<file path="src/rtl/prd_pkg.sv">
package prd_pkg;
  // Map a raw rate code to its effective code (1,2 alias to 8,9).
  function automatic logic [3:0] eff_code(input logic [3:0] code);
    if (code == 4'd1 || code == 4'd2) return code + 4'd7;
    return code;
  endfunction
endpackage

</file>
<file path="src/rtl/prd_timebase.sv">
module prd_timebase #(
  parameter int CNT_W = 15
) (
  input  logic             clk,
  input  logic             rst,
  input  logic             tick,
  output logic [CNT_W-1:0] cnt_next
);
  logic [CNT_W-1:0] cnt_q;

  always_ff @(posedge clk) begin
    if (rst)       cnt_q <= '0;
    else if (tick) cnt_q <= cnt_q + 1'b1;
  end

  assign cnt_next = cnt_q + 1'b1;
endmodule

</file>
<file path="src/rtl/prd_rate_decode.sv">
module prd_rate_decode #(
  parameter int CNT_W  = 15,
  parameter int CODE_W = 4
) (
  input  logic [CODE_W-1:0] rate_code,
  input  logic              per_en,
  output logic              active,
  output logic [CNT_W-1:0]  phase_mask
);
  import prd_pkg::*;
  localparam int SH_W = $clog2(CNT_W);

  logic [3:0]      eff;
  logic [SH_W-1:0] sh;

  always_comb begin
    eff        = eff_code(4'(rate_code));
    sh         = SH_W'(eff - 4'd1);
    active     = per_en && (rate_code != '0);
    phase_mask = (CNT_W'(1) << sh) - CNT_W'(1);
  end
endmodule

</file>
<file path="src/rtl/prd_flags.sv">
module prd_flags (
  input  logic       clk,
  input  logic       rst,
  input  logic       fire,
  input  logic       clr,
  output logic [1:0] flags,
  output logic       irq
);
  logic hit_q;

  always_ff @(posedge clk) begin
    if (rst)       hit_q <= 1'b0;
    else if (fire) hit_q <= 1'b1;
    else if (clr)  hit_q <= 1'b0;
  end

  assign flags = {hit_q, hit_q};
  assign irq   = hit_q;
endmodule

</file>
<file path="src/rtl/periodic_rate_gen.sv">
module periodic_rate_gen #(
  parameter int CNT_W  = 15,
  parameter int CODE_W = 4
) (
  input  logic              clk,
  input  logic              rst,
  input  logic              tick_32k,
  input  logic [CODE_W-1:0] rate_code,
  input  logic              per_en,
  input  logic              status_clr,
  output logic [1:0]        status_flags,
  output logic              irq
);
  logic [CNT_W-1:0] cnt_next;
  logic [CNT_W-1:0] phase_mask;
  logic             active;
  logic             fire_w;

  prd_timebase #(.CNT_W(CNT_W)) tb_u (
    .clk(clk), .rst(rst), .tick(tick_32k), .cnt_next(cnt_next)
  );

  prd_rate_decode #(.CNT_W(CNT_W), .CODE_W(CODE_W)) dec_u (
    .rate_code(rate_code), .per_en(per_en),
    .active(active), .phase_mask(phase_mask)
  );

  assign fire_w = tick_32k && active && ((cnt_next & phase_mask) == '0);

  prd_flags flg_u (
    .clk(clk), .rst(rst), .fire(fire_w), .clr(status_clr),
    .flags(status_flags), .irq(irq)
  );
endmodule

</file>
<file path="config.mk">
export PLATFORM = sky130hd
export DESIGN_NAME = periodic_rate_gen
export DESIGN_NICKNAME = d
export VERILOG_FILES = /design/src/rtl/prd_pkg.sv /design/src/rtl/prd_timebase.sv /design/src/rtl/prd_rate_decode.sv /design/src/rtl/prd_flags.sv /design/src/rtl/periodic_rate_gen.sv
export SDC_FILE = /design/constraint.sdc
export NUM_CORES = 1
export LEC_CHECK = 0
export BUFFER_PORTS_ARGS = -buffer_cell sky130_fd_sc_hd__buf_4
export CAP_MARGIN = 20
export CORE_ASPECT_RATIO = 1.2
export CORE_UTILIZATION = 60
export CTS_CLUSTER_SIZE = 28
export DETAILED_ROUTE_END_ITERATION = 7
export PLACE_DENSITY = 0.79
export SYNTH_ARGS = -nofsm -noshare
export SYNTH_HDL_FRONTEND = slang
export SYNTH_HIERARCHICAL = 1
export SYNTH_SLANG_ARGS = --single-unit
</file>
<file path="constraint.sdc">
create_clock -name clk -period 10.6 [get_ports clk]
set_input_delay 2.65 -clock clk [delete_from_list [all_inputs] [get_ports clk]]
set_output_delay 2.65 -clock clk [all_outputs]
set_load 0.01 [all_outputs]
</file>
==> results of run 1 <==
[metrics by stage]
step | setup slack [ns] | power [mW] | utilization | area (µm²)
floorplan | 5.41 | 0.0995 | - | 1890
global placement | 5.10 | 0.108 | 0.641 | 1850
global route | 5.03 | 0.157 | 0.654 | 1890
detailed placement | 5.05 | 0.108 | 0.641 | 1850
CTS | 5.37 | 0.149 | 0.654 | 1890
finish | 5.31 | 0.149 | 0.654 | 1890
[layer usage]
| layer | share of wire | vias to the layer above |
|---|---|---|
| met3 | 0.051 | 10 |
| met4 | 0.022 | 0 |
| li1 | - | 897 |
| met1 | 0.44 | 820 |
| met2 | 0.49 | 65 |
| met5 | 0 | - |
[registers in the layout (all words and copies together) (netlist names)]
name / flops
tb_u/cnt_q: 15
flg_u/irq: 1
[placed cells by master (no fill, tap or decap), types with 2 or more instances in the layout]
cell,n
clkbuf_4,3
buf_4,12
xor2_1,13
nand3_1,10
nor3_1,10
o21ai_0,17
o31ai_1,5
nand2_1,18
dfxtp_1,16
nor4_2,3
a21oi_1,21
inv_1,9
conb_1,2
nand4_4,2
mux2i_1,2
nor2_1,21
a22oi_1,8
ha_1,7
xnor2_1,8
nor2b_1,2
mux2_2,2
or3_1,3
nand2b_1,2
a21o_1,4
o21ai_1,2
or4_1,4
nor4_1,3
nand4_1,8
[worst min-delay path, cell delays in order (launching register included)]
cell	delay, ns
dfxtp_1	0.35
o31ai_1	0.07
a21oi_1	0.05
[cell type report]
class,instances,area share
clock buffer,4,0.0192
inverter,9,0.0179
multi-input combinational,203,0.723
sequential,16,0.170
tap,34,0.0225
timing repair buffer,12,0.0477
[power groups by stage]
stage / Clock [mW] / Combinational (mW) / Sequential [mW]
floorplan: 0 / 0.0357 / 0.0638
global placement: 0 / 0.0436 / 0.0641
detailed placement: 0 / 0.0438 / 0.0641
CTS: 0.0425 / 0.0440 / 0.0627
global route: 0.0458 / 0.0485 / 0.0630
finish: 0.0413 / 0.0447 / 0.0627
[logic make-up (layout without fill, tap and decap cells)]
logic type / count (synthesis) / in the layout / synth area share
AND/OR/NAND/NOR: 93 / 93 / 0.283
AO/OA/AOI/OAI: 75 / 75 / 0.263
buffers and inverters: 31 / 25 / 0.108
XOR/XNOR: 21 / 21 / 0.0975
flip-flops: 16 / 16 / 0.170
adder cells (fa/ha/maj): 7 / 7 / 0.0464
multiplexers: 5 / 5 / 0.0305
other: 1 / 2 / 0.00199
[final timing paths]
path,start,endpoint,cells past startpoint
setup / recovery,rate_code[1],flg_u/irq$_SDFFE_PP0P_,15
hold / removal,tb_u/cnt_q[12]$_SDFFE_PP0P_,tb_u/cnt_q[12]$_SDFFE_PP0P_,2
setup reg to reg,tb_u/cnt_q[0]$_SDFFE_PP0P_,flg_u/irq$_SDFFE_PP0P_,9
hold reg to reg,tb_u/cnt_q[12]$_SDFFE_PP0P_,tb_u/cnt_q[12]$_SDFFE_PP0P_,2
==> flow_metrics.tcl, run 1 <==
set metrics [dict create \
    crit_slowest_cell "ha_1" \
    tightest_slew_ns 0.737 \
    grt-busiest-layer "met2" \
    final_period_minus_worst_setup_slack_ns 5.29 \
    primary_ff_master_synth "dfxtp_1" \
    die-area_mm2 0.00337 \
    sequential_share_of_power 0.422 \
    hold-worst-slack_ns 0.518 \
    critical_path.cell_chain "buf_4 -> inv_1 -> ha_1 -> or2_1 -> nand4_1 -> ha_1 -> nand2_1 -> o221ai_1 -> a21oi_1 -> a221o_1 -> a22oi_1 -> nand4_1 -> nor4_2 -> inv_1 -> a21oi_2" \
    biggest_area_consumer_among_synthesized_cells "dfxtp_1" \
    syn_inst 249 \
    ctsHoldBuffers 0 \
    fp.dieW_um 53.2 \
    power_density_mw_per_mm2 78.7 \
    drcViolationCount 0 \
    timing_worst_setup_path_type "in2reg" \
    critical_path_buf_inv_count 3 \
    power.internal_mw 0.0996 \
    detail_route.wl_per_cell_um 15.0 \
    clk_pin_slew_worst_paths_ns 0.10 \
    drive_gt1_frac 0.135 \
    cts_sinks 16 \
    number_of_instances_resized_during_post_cts_repair 0 \
    synth.yosys.warnings 6 \
    final-hold-violation-count 0 \
    cts-buffers-inserted 3 \
    synth_commonest_cells "21 x a21oi_1, 21 x nor2_1, 18 x nand2_1, 17 x o21ai_0, 16 x dfxtp_1" \
    post-route-period-util 0.499 \
    leakage_nw 0.745 \
    net_sw_power_mw 0.0491 \
    wl_mm 4.16 \
    die_height_um 63.4 \
    net_switching_share_of_the_total_power 0.330 \
    crit_fanout 14 \
    drt.antenna.violating_nets 0 \
    syn_avg_cell_area_um2 7.58 \
    synth_top_area_share 0.170 \
    crit_path_end_kind "flop" \
    cts.repair_timing.setup_buffer_count 0 \
    port-buffer-count 11 \
    cp-start-kind "input pin" \
    synth.top_cells.by_area "dfxtp_1 17%, xor2_1 6.0%, a21oi_1 5.6%, ha_1 4.6%, o21ai_0 4.5%" \
    via_count 1792 \
    timing.setup.tns_ns 0 \
    ff_latch_area_um2 320 \
    synth_unique_cells 57 \
    gp_congestion 0.866 \
    outcome "finished, final reports clean" \
    number_of_placed_instances_with_taps_included 274 \
    achievable-frequency_mhz 189 \
    place_hpwl_mm 3.11 \
    clock-skew-final_ns 0.00787 \
    grt_overflow 0 \
    relative_slew_slack 0.505 \
    synthesis.area_mm2 0.00189 \
    maxcap_violations 0 \
    gr-usage-met3 0.0193 \
    seq_area_frac_synth 0.170 \
    clockBufferDepth 2 \
    fill_cells 262 \
    footprint_of_the_multi_input_gates_mm2 0.00137 \
    number_of_flip_flops_and_latches_in_the_synthesized_netlist 16 \
    num_rows 21 \
    finalNetCount 261 \
    insertedDiodeCount 0 \
    ys_async_sr_fraction 0 \
    drt_pre_antenna_iters 5 \
    grt_pass1_wl_mm 6.79 \
    synth_enable_flop_cells 0 \
    insertion_delay_ns 0.29 \
    grt_start_max_net_pins 19 \
    grt_pass1_vias 1527 \
    r2r_setup_slack_ns 8.33 \
    timing.critical_path.required_ns 10.84 \
    cts_tree "done" \
    critical_path.max_stage_delay_ns 0.47 \
    worst_ir_drop_vdd_mv 0.0899 \
    slew_viol_final 0 \
    initial_utilization 0.653 \
    clkPwrFrac 0.278 \
    grt_antenna_before_repair 0 \
    final-instance-count-excl-fill 278 \
    drt_iter0_markers 71 \
    unrepaired_setup_endpoints_after_global_routing "false" \
    worstHoldPathType "reg2reg" \
    floorplan.core_area_mm2 0.00289 \
    power_frac_comb 0.300 \
    clock_tree.root_cell "clkbuf_4" \
    route.detailed.vias_per_inst 6.45 \
    flow.area_growth_from_synthesis_pct 0.132 \
    grtUsageMet1 0.332 \
    globalRouteTotalUtil 0.262 \
    cts_max_level 1 \
    grt_util_met2 0.435 \
    boundaryPins 12 \
    setup_violations 0 \
    worst-endpoint-arrival_ns 5.53 \
    cp_top_family "simple AND/OR/NAND/NOR gates" \
]
No activity file was read; power rests on OpenSTA's default activity.
==> inputs of run 2 (changes only) <==
- CORE_UTILIZATION: 60 -> 55
- PLACE_DENSITY: 0.79 -> 0.76
- clock period: 10.6 -> 4.6 ns (I/O delays scaled with it)
==> flow_metrics.tcl, run 2 (synthesis gave the netlist of run 1 again) <==
set metrics [dict create \
    ff2ff_path_depth 9 \
    clockBufferDepth 2 \
    clock_tree.root_cell "clkbuf_4" \
    flow.area_growth_from_synthesis_pct 0.265 \
    timing_worst_setup_path_type "in2reg" \
    grt_pass1_wl_mm 7.07 \
    place_hpwl_mm 3.08 \
    net_switching_share_of_the_total_power 0.331 \
    cts.repair_timing.setup_buffer_count 0 \
    timing.setup.tns_ns 0 \
    floorplan.core_area_mm2 0.00317 \
    power_density_mw_per_mm2 181 \
    tightest_slew_ns 0.827 \
    post-place-ws_ns 0.527 \
    fp.dieW_um 55.5 \
    worst-endpoint-arrival_ns 4.01 \
    maxcap_violations 0 \
    crit_path_end_kind "flop" \
    cp-endpoint "flg_u/irq$_SDFFE_PP0P_" \
    power_frac_comb 0.302 \
    globalRouteTotalUtil 0.240 \
    clkPwrFrac 0.277 \
    outcome "finished, final reports clean" \
    grt_antenna_before_repair 0 \
    net_sw_power_mw 0.114 \
    post-route-period-util 0.822 \
    crit_slowest_cell "ha_1" \
    commonest_cells_after_routing_fill_and_taps_aside "21 x nor2_1, 21 x a21oi_1, 18 x nand2_1" \
    leakage_nw 0.745 \
    power.internal_mw 0.230 \
    detail_route.wl_per_cell_um 15.0 \
    fill_cells 311 \
    num_rows 22 \
    crit-reg2reg-capture "flg_u/irq$_SDFFE_PP0P_" \
    cts_max_level 1 \
    critical_path_cell_count 15 \
    grt_start_max_net_pins 19 \
    placement.cell_area_mm2 0.00186 \
    initial_utilization 0.596 \
    worst_setup_path_startpoint "rate_code[1]" \
    worst_ir_drop_vdd_mv 0.133 \
    port-buffer-count 11 \
    relative_slew_slack 0.445 \
    worstHoldPathType "reg2reg" \
    cts_sinks 16 \
    grt_overflow 0 \
    crit_fanout 14 \
    critical_path_buf_inv_count 3 \
    largest_register_ffs 15 \
    via_count 1787 \
    finalNetCount 261 \
    clock-skew-final_ns 0.00171 \
    cp-start-kind "input pin" \
    drt.antenna.violating_nets 0 \
    final_period_minus_worst_setup_slack_ns 3.78 \
    report.power.total_mw 0.343 \
    slew_viol_final 0 \
    boundaryPins 12 \
    number_of_instances_resized_during_post_cts_repair 0 \
    unrepaired_setup_endpoints_after_global_routing "false" \
    drt_pre_antenna_iters 4 \
    sequential_share_of_power 0.421 \
    fin_area_mm2 0.00189 \
    r2r_setup_slack_ns 2.37 \
    cp_top_family "simple AND/OR/NAND/NOR gates" \
    cts_tree "done" \
    max_flop_register "tb_u/cnt_q" \
    insertedDiodeCount 0 \
    insertion_delay_ns 0.29 \
    drt_iter0_markers 210 \
    cts-buffers-inserted 3 \
    grt_pass1_vias 1480 \
    footprint_of_the_multi_input_gates_mm2 0.00137 \
    wl_mm 4.21 \
    ctsHoldBuffers 0 \
    critical_path.cell_chain "buf_4 -> inv_1 -> ha_1 -> or2_1 -> nand4_1 -> ha_1 -> nand2_1 -> o221ai_1 -> a21oi_1 -> a221o_1 -> a22oi_1 -> nand4_1 -> nor4_2 -> inv_1 -> a21oi_2" \
    worst_setup_slack_after_layout_ns 0.820 \
    final-hold-violation-count 0 \
    die-area_mm2 0.00367 \
    regToRegStartpoint "tb_u/cnt_q[0]$_SDFFE_PP0P_" \
    achievable-frequency_mhz 265 \
    die_height_um 66.2 \
    drive_gt1_frac 0.135 \
    setup_violations 0 \
    clk_pin_slew_worst_paths_ns 0.10 \
    gp_congestion 0.934 \
    timing.critical_path.required_ns 4.83 \
    critical_path.max_stage_delay_ns 0.45 \
    route.detailed.vias_per_inst 6.38 \
    drcViolationCount 0 \
    ff_latch_area_um2 320 \
]
[run 2: stage by stage]
step            util  instances  hold slack (ns)
5_1_grt        0.598        280            0.551
3_3_place_gp   0.586        276            0.510
2_1_floorplan      -        250            0.475
4_1_cts        0.598        280            0.520
6_report       0.598        280            0.526
3_5_place_dp   0.586        276            0.506
[run 2: power by group through the flow]
stage	logic, mW	registers (mW)	clock network [mW]
after floorplan	0.0822	0.147	0
after global placement	0.101	0.148	0
after detailed placement	0.101	0.148	0
after CTS	0.102	0.145	0.0980
after global routing	0.114	0.145	0.102
final	0.103	0.144	0.0951
[run 2: area by class of cell]
class | count | share of cell area
Tap cell | 36 | 0.0238
Sequential cell | 16 | 0.169
Inverter | 9 | 0.0179
Timing Repair Buffer | 12 | 0.0476
Multi-Input combinational cell | 203 | 0.722
Clock buffer | 4 | 0.0192
[run 2: layer usage]
layer,share of wire,GRT usage
met5,0,0
met4,0.026,0.119
met1,0.45,0.312
met3,0.046,0.0196
met2,0.48,0.399
[run 2: tightest hold or removal path: stages, from the launching register on]
cell and delay [ns]:
dfxtp_1 0.34, nand2b_1 0.10, a21oi_2 0.05
[run 2: worst min-delay path by stage]
stage	start	end	slack [ns]	cells after the start
after floorplan	tb_u/cnt_q[12]$_SDFFE_PP0P_	tb_u/cnt_q[12]$_SDFFE_PP0P_	0.48	2
after global placement	tb_u/cnt_q[12]$_SDFFE_PP0P_	tb_u/cnt_q[12]$_SDFFE_PP0P_	0.51	2
final	flg_u/irq$_SDFFE_PP0P_	flg_u/irq$_SDFFE_PP0P_	0.53	2
after CTS	tb_u/cnt_q[12]$_SDFFE_PP0P_	tb_u/cnt_q[12]$_SDFFE_PP0P_	0.52	2
after detailed placement	tb_u/cnt_q[12]$_SDFFE_PP0P_	tb_u/cnt_q[12]$_SDFFE_PP0P_	0.51	2
after global routing	flg_u/irq$_SDFFE_PP0P_	flg_u/irq$_SDFFE_PP0P_	0.55	2
==> inputs of run 3 (changes only) <==
- clock period: 4.6 -> 3.1 ns (I/O delays scaled with it)
==> flow_metrics.tcl, run 3 (synthesis gave the netlist of run 1 again) <==
set metrics [dict create \
    outcome "finished, final reports clean" \
    placement.cell_area_mm2 0.00200 \
    final-hold-violation-count 0 \
    cts-buffers-inserted 3 \
    gp_congestion 0.889 \
    finalNetCount 280 \
    grt_start_max_net_pins 19 \
    max_flop_register "tb_u/cnt_q" \
    clock_tree.root_cell "clkbuf_4" \
    cts_sinks 16 \
    drive_gt1_frac 0.205 \
    maxcap_violations 0 \
    worstHoldPathType "reg2reg" \
    setup_violations 0 \
    most_frequent_standard_cell_in_the_layout_excluding_fill_and_tap_cells "buf_4" \
    globalRouteTotalUtil 0.248 \
    timing.critical_path.required_ns 3.33 \
    grt_pass1_wl_mm 7.36 \
    largest_register_ffs 15 \
    cts.repair_timing.setup_buffer_count 0 \
    fp.dieW_um 55.5 \
    worst_setup_slack_after_layout_ns 0.271 \
    hold-worst-slack_ns 0.516 \
    post-place-ws_ns -0.0241 \
    drt.antenna.violating_nets 0 \
    detail_route.wl_per_cell_um 14.0 \
    drt_pre_antenna_iters 4 \
    wl_mm 4.20 \
    utilization 0.643 \
    port-buffer-count 11 \
    leakage_nw 0.836 \
    worst_ir_drop_vdd_mv 0.290 \
    grt_overflow 0 \
    flow.area_growth_from_synthesis_pct 7.96 \
    clockBufferDepth 2 \
    insertion_delay_ns 0.29 \
    final_period_minus_worst_setup_slack_ns 2.83 \
    route.detailed.vias_per_inst 6.08 \
    ctsHoldBuffers 0 \
    ff_latch_area_um2 320 \
    grt_antenna_before_repair 0 \
    unrepaired_setup_endpoints_after_global_routing "false" \
    crit_fanout 6 \
    achievable-frequency_mhz 353 \
    initial_utilization 0.596 \
    clock-skew-final_ns 0.00256 \
    drt_iter0_markers 129 \
    num_rows 22 \
    boundaryPins 12 \
    clk_pin_slew_worst_paths_ns 0.09 \
    cts_tree "done" \
    insertedDiodeCount 0 \
    via_count 1819 \
    cp-start-kind "input pin" \
    fill_cells 291 \
    drcViolationCount 0 \
    worst-endpoint-arrival_ns 3.06 \
    floorplan.core_area_mm2 0.00317 \
    post-route-period-util 0.913 \
    fin_area_mm2 0.00204 \
    die_height_um 66.2 \
    power_density_mw_per_mm2 258 \
    footprint_of_the_multi_input_gates_mm2 0.00137 \
    place_hpwl_mm 3.26 \
    grt_pass1_vias 1662 \
    crit_path_end_kind "flop" \
    report.power.total_mw 0.525 \
    cts_max_level 1 \
    timing_worst_setup_path_type "in2reg" \
    die-area_mm2 0.00367 \
    slew_viol_final 0 \
    number_of_instances_resized_during_post_cts_repair 0 \
    commonest_cells_after_routing_fill_and_taps_aside "31 x buf_4, 21 x nor2_1, 21 x a21oi_1" \
]
==> run 3: changes by cell type in the layout (fill, tap and decap cells not counted) <==
cell,before,now
buf_4,12,31
ha_2,0,1
inv_2,0,1
ha_1,7,6
inv_1,9,8
==> run 3: critical path, cell delays in order <==
cell	delay, ns
buf_4	0.11
inv_1	0.07
ha_1	0.20
or2_1	0.24
buf_4	0.16
and3_4	0.18
o221ai_1	0.19
a21oi_1	0.09
a221o_1	0.26
a22oi_1	0.17
nand4_1	0.15
nor4_2	0.29
inv_1	0.07
a21oi_2	0.10
==> run 3: stage by stage <==
stage	cells	TNS, ns
after floorplan	250	0
after global placement	295	0
after detailed placement	295	-0.0241
after CTS	299	0
after global routing	299	0
final	299	0
==> run 3: power by group <==
| group | switching [mW] | total, mW | internal [mW] |
|---|---|---|---|
| Sequential | 0.00554 | 0.214 | 0.209 |
| Clock | 0.0677 | 0.139 | 0.0715 |
| Combinational | 0.0948 | 0.172 | 0.0768 |
| Total | 0.168 | 0.525 | 0.357 |
==> run 3: metal layers <==
| metal | share of wire | track usage | routed length, µm | vias up |
|---|---|---|---|---|
| met3 | 0.026 | 0.0215 | 111 | 2 |
| met5 | 0 | 0 | 0 | - |
| li1 | - | - | - | 938 |
| met2 | 0.50 | 0.446 | 2110 | 38 |
| met1 | 0.47 | 0.315 | 1960 | 841 |
| met4 | 0.0045 | 0.0719 | 19 | 0 |
==> run 3: area by class of cell <==
class / instances / area share
multi-input cells: 203 / 0.672
flip-flops and latches: 16 / 0.157
repair buffers: 31 / 0.114
well taps: 36 / 0.0221
clock buffers: 4 / 0.0178
inverters: 9 / 0.0166
==> run 3: path summary, 6_finish.rpt <==
kind                                 endpoint                        start  slack, ns  cells past startpoint
hold / removal    tb_u/cnt_q[12]$_SDFFE_PP0P_  tb_u/cnt_q[12]$_SDFFE_PP0P_       0.52                      2
hold reg to reg   tb_u/cnt_q[12]$_SDFFE_PP0P_  tb_u/cnt_q[12]$_SDFFE_PP0P_       0.52                      2
setup reg to reg       flg_u/irq$_SDFFE_PP0P_   tb_u/cnt_q[0]$_SDFFE_PP0P_       0.81                      9
setup / recovery       flg_u/irq$_SDFFE_PP0P_                 rate_code[0]       0.27                     14
